**src/rtl/bus_cmd_gen.sv**
```systemverilog
module bus_cmd_gen (
  input  logic       clk,
  input  logic       rst_n,
  input  logic [2:0] status_n,
  input  logic       ready,
  input  logic       addr_en_n,
  input  logic       cmd_en,
  input  logic       bus_mode,
  output logic       addr_latch,
  output logic       data_en,
  output logic       data_dir,
  output logic       mem_rd_n,
  output logic       mem_wr_n,
  output logic       mem_wr_adv_n,
  output logic       io_rd_n,
  output logic       io_wr_n,
  output logic       io_wr_adv_n,
  output logic       ack_n,
  output logic       casc_pen
);

  localparam logic [2:0] PH_IDLE = 3'd0;
  localparam logic [2:0] PH_T1   = 3'd1;
  localparam logic [2:0] PH_T2   = 3'd2;
  localparam logic [2:0] PH_T3   = 3'd3;
  localparam logic [2:0] PH_T4   = 3'd4;

  localparam logic [2:0] C_ACK  = 3'b000;
  localparam logic [2:0] C_IORD = 3'b001;
  localparam logic [2:0] C_IOWR = 3'b010;
  localparam logic [2:0] C_FTCH = 3'b100;
  localparam logic [2:0] C_MRD  = 3'b101;
  localparam logic [2:0] C_MWR  = 3'b110;
  localparam logic [2:0] C_PASS = 3'b111;

  logic [2:0] ph;
  logic [2:0] code_q;
  logic       prev_pass;

  wire passive = (status_n == C_PASS);
  wire start   = (ph == PH_IDLE) && !passive && prev_pass;

  always_ff @(posedge clk or negedge rst_n) begin
    if (!rst_n) begin
      ph        <= PH_IDLE;
      code_q    <= C_PASS;
      prev_pass <= 1'b1;
    end else begin
      prev_pass <= passive;
      case (ph)
        PH_IDLE: if (start) begin
          ph     <= PH_T1;
          code_q <= status_n;
        end
        PH_T1:   ph <= PH_T2;
        PH_T2:   ph <= PH_T3;
        PH_T3:   if (ready) ph <= PH_T4;
        default: ph <= PH_IDLE;
      endcase
    end
  end

  wire busy = (ph != PH_IDLE);
  wire t1   = (ph == PH_T1);
  wire mid  = (ph == PH_T2) || (ph == PH_T3) || (ph == PH_T4);
  wire late = (ph == PH_T3) || (ph == PH_T4);

  wire is_ack  = (code_q == C_ACK);
  wire is_iord = (code_q == C_IORD);
  wire is_iowr = (code_q == C_IOWR);
  wire is_mrd  = (code_q == C_MRD) || (code_q == C_FTCH);
  wire is_mwr  = (code_q == C_MWR);
  wire rd_cls  = is_ack || is_iord || is_mrd;
  wire cmd_cls = rd_cls || is_iowr || is_mwr;

  wire mrd_r  = mid  && is_mrd;
  wire iord_r = mid  && is_iord;
  wire ack_r  = mid  && is_ack;
  wire mwr_r  = late && is_mwr;
  wire amwr_r = mid  && is_mwr;
  wire iowr_r = late && is_iowr;
  wire aiow_r = mid  && is_iowr;

  wire gate = cmd_en && !addr_en_n;

  assign addr_latch   = t1;
  assign data_en      = mid && cmd_cls && cmd_en;
  assign data_dir     = !(busy && rd_cls);
  assign mem_rd_n     = !(mrd_r  && gate);
  assign mem_wr_n     = !(mwr_r  && gate);
  assign mem_wr_adv_n = !(amwr_r && gate);
  assign io_rd_n      = !(iord_r && gate);
  assign io_wr_n      = !(iowr_r && gate);
  assign io_wr_adv_n  = !(aiow_r && gate);
  assign ack_n        = !(ack_r  && gate);
  assign casc_pen     = bus_mode ? (mid && (is_iord || is_iowr) && cmd_en)
                                 : (t1 && is_ack);

  a_r2_latch_single: assert property (@(posedge clk) disable iff (!rst_n)
    addr_latch |=> !addr_latch);

  a_r3_one_command: assert property (@(posedge clk) disable iff (!rst_n)
    $onehot0({mrd_r, iord_r, ack_r, mwr_r, iowr_r}));

  a_r5_mem_adv_leads: assert property (@(posedge clk) disable iff (!rst_n)
    $rose(mwr_r) |-> $past(amwr_r));

  a_r5_io_adv_leads: assert property (@(posedge clk) disable iff (!rst_n)
    $rose(iowr_r) |-> $past(aiow_r));

  a_r5_adv_ends_together: assert property (@(posedge clk) disable iff (!rst_n)
    $fell(amwr_r) |-> $fell(mwr_r));

  a_r8_wait_holds: assert property (@(posedge clk) disable iff (!rst_n)
    (ph == PH_T3 && !ready) |=> (ph == PH_T3));

  a_r10_cmd_off: assert property (@(posedge clk) disable iff (!rst_n)
    !cmd_en |-> (&{mem_rd_n, mem_wr_n, mem_wr_adv_n, io_rd_n, io_wr_n,
                   io_wr_adv_n, ack_n} && !data_en));

  a_r7_dir_rx: assert property (@(posedge clk) disable iff (!rst_n)
    (!ack_n || !mem_rd_n || !io_rd_n) |-> !data_dir);

endmodule

```
**config.mk**
```make
export PLATFORM = sky130hd
export DESIGN_NAME = bus_cmd_gen
export DESIGN_NICKNAME = d
export VERILOG_FILES = /design/src/rtl/bus_cmd_gen.sv
export SDC_FILE = /design/constraint.sdc
export NUM_CORES = 1
export LEC_CHECK = 0
export BUFFER_PORTS_ARGS = -buffer_cell sky130_fd_sc_hd__buf_4
export CAP_MARGIN = 30
export CORE_AREA = 5 5 42 44
export DETAILED_ROUTE_END_ITERATION = 7
export DIE_AREA = 0 0 47 49
export GPL_ROUTABILITY_DRIVEN = 0
export HOLD_SLACK_MARGIN = 0.05
export PLACE_DENSITY = 0.68
export SYNTH_ARGS = -nofsm -noshare
export SYNTH_HDL_FRONTEND = slang
export SYNTH_SLANG_ARGS = --single-unit
```
**constraint.sdc**
```tcl
create_clock -name clk -period 2.2 [get_ports clk]
set_input_delay 0.44 -clock clk [delete_from_list [all_inputs] [get_ports clk]]
set_output_delay 0.44 -clock clk [all_outputs]
set_load 0.03 [all_outputs]
```
==> results of run 1 <==
## per-stage QoR
step / power, W / cells / setup slack [ps] / instance area, um2
CTS: 0.0008680 / 87 / 221.5 / 674.4
global route: 0.0009166 / 87 / 139.5 / 674.4
detailed placement: 0.0007474 / 82 / 501.4 / 636.9
finish: 0.0008544 / 87 / 238.4 / 674.4
floorplan: 0.0006075 / 47 / 127.2 / 474.2
global placement: 0.0007471 / 82 / 482.7 / 636.9
## path summary, 6_finish.rpt
check	startpoint	endpoint	slack (ps)	cells after the start
min in group asynchronous	rst_n	ph[0]	540	2
max in group asynchronous	rst_n	code_q[1]	1460	2
hold reg to reg	ph[2]	ph[2]	590	1
setup / recovery	ph[2]	data_en	240	4
hold / removal	ready	ph[0]	380	2
setup reg to reg	ph[1]	code_q[2]	1000	3
## layer usage
layer  up-vias  GRT usage, %  wire [um]
met1       202         13.06        468
met5         -             0          0
met4         0         6.912          0
li1        225             -          -
met3         0         2.214         66
met2         9         14.71        517
## registers in the layout (all words and copies together) (netlist names)
| name | cells |
|---|---|
| prev_pass | 1 |
| code_q | 3 |
| ph | 3 |
## cell type report
type	instances	area, um2
fill	151	726.9
multi-input combinational	38	286.5
sequential	7	180.2
timing repair buffer	20	152.6
clock buffer	3	22.52
tap	16	20.02
inverter	2	7.507
clock inverter	1	5.005
## layout by cell type, fill, tap and decap left out, drive strengths merged
| master | n |
|---|---|
| buf | 19 |
| nand3 | 7 |
| nor2b | 4 |
| nor2 | 4 |
| dfstp | 4 |
| nand2 | 3 |
| mux2 | 3 |
| clkbuf | 3 |
| dfrtp | 3 |
| nor3b | 3 |
| o2111ai | 2 |
| inv | 2 |
| nor3 | 2 |
| and2b | 1 |
| o21a | 1 |
| a21boi | 1 |
| or2 | 1 |
| nand3b | 1 |
| and3b | 1 |
| o211a | 1 |
| a31oi | 1 |
| a21oi | 1 |
| o32ai | 1 |
| clkinv | 1 |
| dlygate4sd3 | 1 |
## Yosys cell counts, drive strengths merged
cell and number:
a21boi 1, a21oi 1, a31oi 1, and2b 1
and3b 1, dfrtp 3, dfstp 4, inv 2
mux2 3, nand2 3, nand3 7, nand3b 1
nor2 4, nor2b 4, nor3 2, nor3b 3
o2111ai 2, o211a 1, o21a 1, o32ai 1
or2 1
## cells by family (layout without fill, tap and decap cells)
logic type	count (synthesis)	after routing	synth area share (%)
AND/OR/NAND/NOR	27	27	37.07
AO/OA/AOI/OAI	8	8	15.73
flip-flops	7	7	38.40
multiplexers	3	3	7.199
buffers and inverters	2	26	1.601
## critical path: cells and delay by family (launching register included)
family | cells | cell delay, ps
buffers and inverters | 1 | 160
flip-flops | 1 | 460
AO/OA/AOI/OAI | 2 | 340
AND/OR/NAND/NOR | 1 | 310
## power by group
group	switching [W]	internal (W)	total (W)
registers	0.000107	0.000204	0.000311
logic	0.000221	0.000210	0.000431
clock network	0.0000455	0.0000662	0.000112
## repair_timing
item	4_1_cts	5_1_grt
setup endpoints to repair	0	0
hold buffers	1	0
buffers inserted	0	0
endpoints found under the hold margin	3	0
==> results.yml, run 1 <==
status:
  status: "complete, no violations"
setup_path:
  cpMaxStageDelayCell: "dfrtp_1"
  timing_worst_setup_path_type: "reg -> out"
  slowest_delay_ps: 460
  cp-end-kind: "primary output"
  worstPathMaxFanout: 8
  critPathArrivalTime_ps: 1520
  cp-start-kind: "flip-flop"
  required_ps: 1760
  worstPathCellList: "nor3b_4 > o21a_4 > a21boi_2 > buf_4"
yosys:
  syn_avg_cell_area_um2: 9.983
  yosysTopAreaCell: "dfstp_2"
  synth_nets: 56
  synth_warnings: 0
  synthCells: 47
  synth-seq-area-share_pct: 38.40
  synth.distinct_cells: 24
  syn_area_um2: 469.2
  synthTopCellsByArea: "dfstp_2, dfrtp_1, mux2_2"
  yosysTopAreaCellShare_pct: 22.40
  synth_seq_cells: 7
power:
  power_density_mw_per_mm2: 1267
  power.leakage_nw: 0.2991
  vdd_drop_max_uv: 573.0
job:
  maxCapViolations: 0
grt:
  grt_pass1_vias: 433
  grt_pass1_wl_um: 1752
  grt_max_degree: 10
  track_usage_pct: 10.22
  overflow: 0
  antenna_found_initial: 0
clock_network:
  cts.sinks: 7
  clkTransAtPathRegs_ps: 50
  cts_root_buffer: "clkbuf_4"
  cts_tree: "done"
  cts_resized: 0
  clk_latency_ps: 250
  cts.htree.levels: 1
  cts_buffer_depth: 2
  numCtsBuffers: 3
timing:
  finalClockSkew_ps: 1.469
  report.final.slew_viol_count: 0
  hold_viol_final: 0
  timing.hold.ws_ps: 379.8
  fmax_mhz: 509.8
  setup_tns_ps: 0
  setup_viol: 0
  rsz0062_at_grt: "false"
  finalCritPeriodShare_pct: 89.16
  worst_pin_slew_ps: 309.1
  post-route-min-period_ps: 1962
  slew_headroom_pct: 79.40
floorplanning:
  rows: 14
  die_area_mm2: 0.002303
  die_h_um: 49
  die_width_um: 47
  start_util_pct: 33.48
  core_area_mm2: 0.001401
  pin_count: 20
layout:
  post-route-util_pct: 48.13
  design.final.nets: 81
  n_antenna_cell: 0
  area_growth_pct: 43.73
  drive_gt1_share_pct: 54.93
routing:
  ant_nets: 0
  drc: 0
  routed_wl_um: 1053
  num_vias: 436
  drt-vias-per-instance: 5.011
  drt_iter0_markers: 4
  wl_per_cell_um: 12.10
  firstDrtPassIters: 3
place:
  hpwl_um: 870.1
  port_buffers: 19
hold_path:
  hold_path_class: "in -> reg"
Power figures use the tool's default switching activity.
==> inputs of run 2 (changes only) <==
==> config.mk (replaced) <==
export PLATFORM = sky130hd
export DESIGN_NAME = bus_cmd_gen
export DESIGN_NICKNAME = d
export VERILOG_FILES = /design/src/rtl/bus_cmd_gen.sv
export SDC_FILE = /design/constraint.sdc
export NUM_CORES = 1
export LEC_CHECK = 0
export ABC_CLOCK_PERIOD_IN_PS = 2200
export BUFFER_PORTS_ARGS = -buffer_cell sky130_fd_sc_hd__buf_4
export CAP_MARGIN = 30
export CELL_PAD_IN_SITES_DETAIL_PLACEMENT = 1
export CELL_PAD_IN_SITES_GLOBAL_PLACEMENT = 2
export CORE_ASPECT_RATIO = 0.75
export CORE_MARGIN = 5
export CORE_UTILIZATION = 27
export DETAILED_ROUTE_END_ITERATION = 7
export GPL_ROUTABILITY_DRIVEN = 0
export HOLD_SLACK_MARGIN = 0.05
export PLACE_DENSITY = 0.84
export SKIP_LAST_GASP = 1
export SYNTH_ARGS = -nofsm -noshare
export SYNTH_HDL_FRONTEND = slang
export SYNTH_SLANG_ARGS = --single-unit
==> results.yml, run 2 (synthesis gave the netlist of run 1 again) <==
status:
  status: "complete, no violations"
power:
  p_sw_share_pct: 44.07
  power.leakage_nw: 0.2963
  switching_power_w: 0.0003811
  power_density_mw_per_mm2: 1270
  share_comb_of_total_power_pct: 51.0
  p_int_w: 0.0004836
  vdd_drop_max_uv: 502.9
  power.share.clock_pct: 12.9
  p_seq_share_pct: 36.1
grt:
  overflow: 0
  grt_use_met1_pct: 13.13
  grt_pass1_vias: 450
  grt_max_degree: 10
  met3_usage_pct: 2.521
  grt-busiest-layer: "met2"
  track_usage_pct: 10.00
  antenna_found_initial: 0
  use_met2_pct: 15.09
  grt_pass1_wl_um: 1987
setup_path:
  timing_worst_setup_path_type: "reg -> out"
  worstPathCellList: "nor2b_1 > o2111ai_1 > a31oi_1 > buf_4"
  cp-end-kind: "primary output"
  worstPathMaxFanout: 7
  critPathArrivalTime_ps: 1560
  required_ps: 1760
  path_delay_family: "flip-flops"
  cp-start-kind: "flip-flop"
  r2r_slack_ps: 980
  slowest_delay_ps: 590
  cp_num_buf_inv: 1
  cpMaxStageDelayCell: "dfstp_2"
routing:
  wl_per_cell_um: 12.77
  drt-vias-per-instance: 4.806
  routed_wl_um: 1188
  firstDrtPassIters: 4
  ant_nets: 0
  num_vias: 447
  drc: 0
  drt_iter0_markers: 10
timing:
  fmax_mhz: 499.9
  report.final.slew_viol_count: 0
  slew_headroom_pct: 78.51
  finalClockSkew_ps: 3.390
  rsz0062_at_grt: "false"
  hold_viol_final: 0
  setup_viol: 0
  finalCritPeriodShare_pct: 90.92
  post-route-min-period_ps: 2000
  worst_pin_slew_ps: 322.4
  setup_tns_ps: 0
place:
  hpwl_um: 970.9
  dp_cells: 88
  port_buffers: 19
  placed_cell_area_um2: 644.4
hold_path:
  hold_path_class: "in -> reg"
floorplanning:
  rows: 13
  start_util_pct: 27.74
  die_h_um: 46.10
  pin_count: 20
  die_width_um: 58.14
  core_area_mm2: 0.001692
  die_area_mm2: 0.002680
layout:
  final_common_cell: "buf_4"
  final_area_um2: 680.7
  design.final.nets: 81
  area_growth_pct: 45.07
  stdcell_count: 93
  mostFrequentLayoutCells: "buf_4, nand3_1, nor2b_1, nor2_1, dfstp_2"
  reg_top3: "code_q x3, ph x3, prev_pass x1"
  n_antenna_cell: 0
  drive_gt1_share_pct: 53.52
job:
  maxCapViolations: 0
clock_network:
  cts.htree.levels: 1
  cts.sinks: 7
  cts_root_buffer: "clkbuf_4"
  clk_latency_ps: 240
  postCtsSetupBuffers: 0
  cts_buffer_depth: 2
  numCtsBuffers: 3
  cts_tree: "done"
  clkTransAtPathRegs_ps: 50
run 2: cell count changes in the layout (fill, tap and decap cells not counted), sizes merged:
cell,delta
clkinv,-1
clkbuf,+1
run 2: power groups by stage:
stage                     combinational, W  clock [W]  sequential, W
after floorplan                   0.000320          0       0.000288
after CTS                         0.000450   0.000120       0.000313
after detailed placement          0.000442          0       0.000316
after global placement            0.000438          0       0.000313
final                             0.000441   0.000112       0.000312
after global routing              0.000477   0.000123       0.000330
run 2: final cells by class:
| type | count | area (um2) |
|---|---|---|
| sequential | 7 | 180.2 |
| clock buffer | 4 | 26.28 |
| inverter | 2 | 7.507 |
| tap | 22 | 27.53 |
| timing repair buffer | 20 | 152.6 |
| fill | 207 | 1011 |
| multi-input combinational | 38 | 286.5 |
run 2: layer usage:
metal  vias to the layer above  share of wire, %
met3                         0               6.5
met5                         -                 0
met1                       208                46
met2                        13                47
met4                         0                 0
li1                        226                 -
run 2: path summary, 6_finish.rpt:
kind | cells past startpoint | start | endpoint
max reg2reg | 3 | ph[0] | code_q[1]
min | 2 | ready | ph[0]
max | 4 | code_q[0] | casc_pen
min reg2reg | 1 | ph[2] | ph[2]
min in group asynchronous | 2 | rst_n | ph[0]
max in group asynchronous | 2 | rst_n | prev_pass
run 2: repair_timing:
item | CTS | global route
gates resized for setup | 0 | 0
hold endpoints to repair | 3 | 0
hold buffers | 1 | 0
run 2: metrics by stage:
stage	setup slack [ps]	utilization, %	hold slack, ps	power (W)
after floorplan	127.2	-	144.4	0.0006075
after detailed placement	437.5	38.09	256.9	0.0007574
after CTS	158.9	40.24	379.0	0.0008832
after global placement	484.0	38.09	255.6	0.0007512
final	199.7	40.24	389.5	0.0008647
after global routing	67.05	40.24	379.4	0.0009308
